[src/rtl/dual_ring_fill_monitor.sv]
module dual_ring_fill_monitor #(
  parameter int AW = 32
) (
  input  logic          clk,
  input  logic          rst_n,
  input  logic          cfg_we,
  input  logic [3:0]    cfg_sel,
  input  logic [AW-1:0] cfg_wdata,
  input  logic [1:0]    line_done,
  input  logic          frame_start,
  input  logic          ovfl_clr,
  input  logic [AW-1:0] y_rd_ptr,
  input  logic [AW-1:0] c_rd_ptr,
  output logic [AW-1:0] y_wr_ptr,
  output logic [AW-1:0] c_wr_ptr,
  output logic [AW-1:0] y_occupancy,
  output logic [AW-1:0] c_occupancy,
  output logic [1:0]    afull,
  output logic [1:0]    ovfl_live,
  output logic [1:0]    ovfl_sticky,
  output logic          ovfl_event
);
  localparam int NP = 2;

  logic [AW-1:0] rd  [NP];
  logic [AW-1:0] wp  [NP];
  logic [AW-1:0] occ [NP];

  assign rd[0] = y_rd_ptr;
  assign rd[1] = c_rd_ptr;
  assign y_wr_ptr = wp[0];
  assign c_wr_ptr = wp[1];
  assign y_occupancy = occ[0];
  assign c_occupancy = occ[1];

  function automatic logic [AW-1:0] ring_add(input logic [AW-1:0] a, input logic [AW-1:0] b,
                                             input logic [AW-1:0] lo, input logic [AW-1:0] hi);
    logic [AW:0] s;
    s = {1'b0, a} + {1'b0, b};
    if (s >= {1'b0, hi}) s = s - {1'b0, hi - lo};
    return s[AW-1:0];
  endfunction

  for (genvar p = 0; p < NP; p++) begin : g_plane
    logic [AW-1:0] lo, hi, lstep, fstep, af_lim, of_lim, ptr, base, span;
    logic          we_p;

    assign we_p = cfg_we && (cfg_sel[3] == (p == 1));

    always_ff @(posedge clk or negedge rst_n) begin
      if (!rst_n) begin
        lo <= '0; hi <= '0; lstep <= '0; fstep <= '0; af_lim <= '0; of_lim <= '0;
      end else if (we_p) begin
        case (cfg_sel[2:0])
          3'd0: lo     <= cfg_wdata;
          3'd1: hi     <= cfg_wdata;
          3'd2: lstep  <= cfg_wdata;
          3'd3: fstep  <= cfg_wdata;
          3'd4: af_lim <= cfg_wdata;
          3'd5: of_lim <= cfg_wdata;
          default: ;
        endcase
      end
    end

    always_ff @(posedge clk or negedge rst_n) begin
      if (!rst_n) begin
        ptr  <= '0;
        base <= '0;
      end else if (we_p && cfg_sel[2:0] == 3'd0) begin
        ptr  <= cfg_wdata;
        base <= cfg_wdata;
      end else if (frame_start) begin
        ptr  <= ring_add(base, fstep, lo, hi);
        base <= ring_add(base, fstep, lo, hi);
      end else if (line_done[p]) begin
        ptr  <= ring_add(ptr, lstep, lo, hi);
      end
    end

    assign span         = hi - lo;
    assign occ[p]       = (ptr >= rd[p]) ? ptr - rd[p] : ptr - rd[p] + span;
    assign afull[p]     = occ[p] >= af_lim;
    assign ovfl_live[p] = occ[p] > of_lim;
    assign wp[p]        = ptr;
  end

  always_ff @(posedge clk or negedge rst_n) begin
    if (!rst_n) begin
      ovfl_sticky <= '0;
      ovfl_event  <= 1'b0;
    end else begin
      ovfl_sticky <= (ovfl_sticky & ~{NP{ovfl_clr}}) | ovfl_live;
      ovfl_event  <= |(ovfl_live & ~ovfl_sticky);
    end
  end
endmodule

[config.mk]
export PLATFORM = sky130hd
export DESIGN_NAME = dual_ring_fill_monitor
export DESIGN_NICKNAME = d
export VERILOG_FILES = /design/src/rtl/dual_ring_fill_monitor.sv
export SDC_FILE = /design/constraint.sdc
export NUM_CORES = 2
export LEC_CHECK = 0
export BUFFER_PORTS_ARGS = -buffer_cell sky130_fd_sc_hd__buf_4
export CAP_MARGIN = 20
export CORE_MARGIN = 1.5
export CORE_UTILIZATION = 60
export CTS_CLUSTER_SIZE = 20
export DETAILED_ROUTE_END_ITERATION = 10
export PLACE_DENSITY = 0.75
export SLEW_MARGIN = 25
export SYNTH_ARGS = -nofsm -noshare
export SYNTH_HDL_FRONTEND = slang
export SYNTH_SLANG_ARGS = --single-unit
[constraint.sdc]
create_clock -name clk -period 17.4 [get_ports clk]
set_input_delay 1.74 -clock clk [delete_from_list [all_inputs] [get_ports clk]]
set_output_delay 1.74 -clock clk [all_outputs]
set_load 0.02 [all_outputs]
==> results.py <==
metrics = {
    "setup_path": {
        "required_ns": 15.66,
        "critPathBufInv": 3,
        "crit_path_max_incr_delay_ns": 0.45,
        "cp_slowest_cell": "a221oi_1",
        "r2r_start": "g_plane[0].hi[0]",
        "r2r_setup_slack_ns": 8.89,
        "crit_arrival_ns": 9.30,
        "path_delay_family": "compound AO/OA/AOI/OAI gates",
        "crit_top_cell": "o21ai_0",
        "rr_worst_depth": 36,
        "worstSetupPathType": "in -> out",
        "path_max_fanout": 4,
        "r2r-end": "ovfl_sticky[0]",
        "worstSetupEndpointType": "output port",
        "critPathLaunchType": "input port",
    },
    "placed_design": {
        "place_congestion": 1.02,
        "place_ws_ns": 6.57,
        "post_dp_cell_area_um2": 51200,
        "place_hpwl_mm": 117,
        "portBuffers": 241,
    },
    "yosys": {
        "yosys_warnings": 0,
        "synth-edff-count": 0,
        "async_reset_ff_share_pct": 100,
        "netlist.area_leader.share_pct": 26.6,
        "yosys_most_used_dff": "dfrtp_1",
        "avgSynthCellArea_um2": 8.50,
        "syn_nets": 6507,
        "yosysTopAreaCell": "dfrtp_1",
        "ys_seq_elements": 515,
        "syn_inst": 5694,
        "synthTopCellsByCount": "692 x ha_1, 515 x dfrtp_1, 513 x nand2_1",
        "synth_area_leaders": "dfrtp_1 27%, ha_1 18%, mux2_2 5.4%",
        "synth_area_um2": 48400,
        "yosysSeqAreaShare_pct": 26.6,
        "ys_types": 84,
        "yosysMostFrequentCell": "ha_1",
    },
    "sta": {
        "fmax_mhz": 90.6,
        "layout_min_cycle_time_ns": 11.04,
        "tns_ns": 0,
        "fin_skew_ns": 0.0226,
        "fin_crit_sh_pct": 63.4,
        "layout_setup_ws_ns": 6.36,
        "timing.final.hold_violations": 0,
        "tightestPinTransition_ns": 1.07,
        "slew_headroom_pct": 28.7,
        "slew_violations": 0,
        "rsz0062_at_grt": "false",
        "setup-violations-final": 0,
    },
    "cts": {
        "htreeDepth": 2,
        "clock_sinks": 515,
        "ctsResizeCount": 0,
        "worst_skew_pair.late_latency_ns": 0.65,
        "post_cts_buffers": 0,
        "cts_made_buffers": 59,
        "cts_tree": "done",
        "cts_buffer_depth": 3,
        "cts_hold_buf": 0,
        "clk_root_buffer_cell": "clkbuf_16",
        "clk_pin_slew_worst_paths_ns": 0.05,
    },
    "floorplan": {
        "die_h_um": 287,
        "rows": 103,
        "io_pins": 242,
        "core_um2": 79400,
        "die_area_um2": 82400,
        "die_w_um": 287,
        "start_util_pct": 61.0,
    },
    "global_routing": {
        "antenna_found_initial": 5,
        "grt.overflow.total": 0,
        "grt_pass1_wl_mm": 230,
        "grt_pass1_vias": 40600,
        "gr-usage-all-layers_pct": 35.4,
        "grt_max_degree": 120,
    },
    "cells_and_area": {
        "stdcell_area_um2": 53300,
        "drive_gt1_share_pct": 11.4,
        "syn_to_final_growth_pct": 10.1,
        "fin_nets": 6672,
    },
    "min_path": {
        "min_from": "g_plane[1].lo[29]",
        "min_to": "g_plane[1].lo[29]",
        "worstHoldPathType": "reg -> reg",
        "holdPathStages": 1,
    },
    "drt": {
        "vias_per_cell": 6.28,
        "drt-initial-drc-count": 4299,
        "drt_wl_total_mm": 149,
        "ant_nets": 0,
        "wl_per_cell_um": 21.4,
        "post-route-drc-count": 0,
        "drtPass1Iterations": 6,
        "num_vias": 43700,
    },
    "flow_run": {
        "drv_cap": 0,
    },
    "outcome": {
        "status": "completed",
    },
}
==> registers in the layout, indices dropped and copies added (netlist names) <==
signal	flops
g_plane.lstep	64
y_wr_ptr	32
ovfl_sticky	2
c_wr_ptr	32
g_plane.of_lim	64
g_plane.hi	64
g_plane.af_lim	64
g_plane.lo	64
ovfl_event	1
g_plane.fstep	64
g_plane.base	64
==> how the worst max path moves through the flow <==
stage                     slack, ns  cells after the start      endpoint   startpoint
final                          6.36                     38  ovfl_live[0]  y_rd_ptr[1]
after CTS                      6.53                     38  ovfl_live[0]  y_rd_ptr[1]
after global routing           5.62                     38  ovfl_live[0]  y_rd_ptr[1]
after floorplan                7.71                     36      afull[0]  y_rd_ptr[1]
after detailed placement       6.57                     38  ovfl_live[0]  y_rd_ptr[1]
after global placement         6.81                     33      afull[1]  c_rd_ptr[0]
==> worst register-to-register path, delay by kind of cell, from the launching register on <==
| kind | cells | cell delay [ns] |
|---|---|---|
| and+or+nand+nor | 7 | 0.82 |
| buffers and inverters | 2 | 0.18 |
| AOI/OAI and AO/OA | 21 | 5.33 |
| adders and majority gates | 4 | 1.12 |
| DFF | 1 | 0.41 |
| xor gates and xnor gates | 2 | 0.55 |
==> cell type report <==
cell class              count  area, um^2
inverters                 490        1840
clock inverters            25         298
clock buffers              85        1740
repair buffers            275        2100
flip-flops and latches    515       12900
fillers                  6802       26100
well taps                1050        1310
multi-input cells        4518       33100
diodes                      3        7.51
==> per-layer routing <==
layer	wire, um	vias to the layer above	GRT usage (%)	part of all wire [%]
li1	-	20900	-	-
met1	66400	20900	50.8	45
met2	63700	1703	53.5	43
met3	13500	269	6.77	9.1
met4	5190	2	11.4	3.5
met5	13	-	0	0.0087
==> cell usage in the layout, fill, tap and decap left out, types with 48 or more instances in the layout <==
cell type	instances
ha_1	692
dfrtp_1	515
nand2_1	510
inv_1	489
o21ai_0	471
a21oi_1	453
nor2_1	318
a21o_1	291
buf_4	272
mux2_2	233
xnor2_1	227
xor2_1	136
nand4_1	91
nor2b_1	82
o21a_1	77
nand3_1	77
nand2b_1	72
nor3_1	71
a211oi_1	61
clkbuf_16	60
a31oi_1	53
o21bai_1	50
mux2i_1	48
==> cell families (layout without fill, tap and decap cells) <==
group                      Yosys count  in the layout  synth area share (%)
muxes                              281            281                  6.41
buffers and inverters              661            875                  5.14
xor gates and xnor gates           363            363                  6.57
DFF                                515            515                  26.6
adders and majority gates          710            710                  18.5
other                                0              3                     0
AOI/OAI and AO/OA                 1765           1765                  23.2
and+or+nand+nor                   1399           1399                  13.6
==> metrics by stage <==
stage	hold slack, ns	util (%)	std cells
final	0.480	67.2	6961
after global routing	0.502	67.2	6958
after CTS	0.479	67.1	6957
after floorplan	0.449	-	5694
after global placement	0.459	64.6	6847
after detailed placement	0.467	64.6	6847
Power is left out: the tool's default activity adds up to more than one toggle a clock period on the data nets, which glitch-free logic cannot reach.
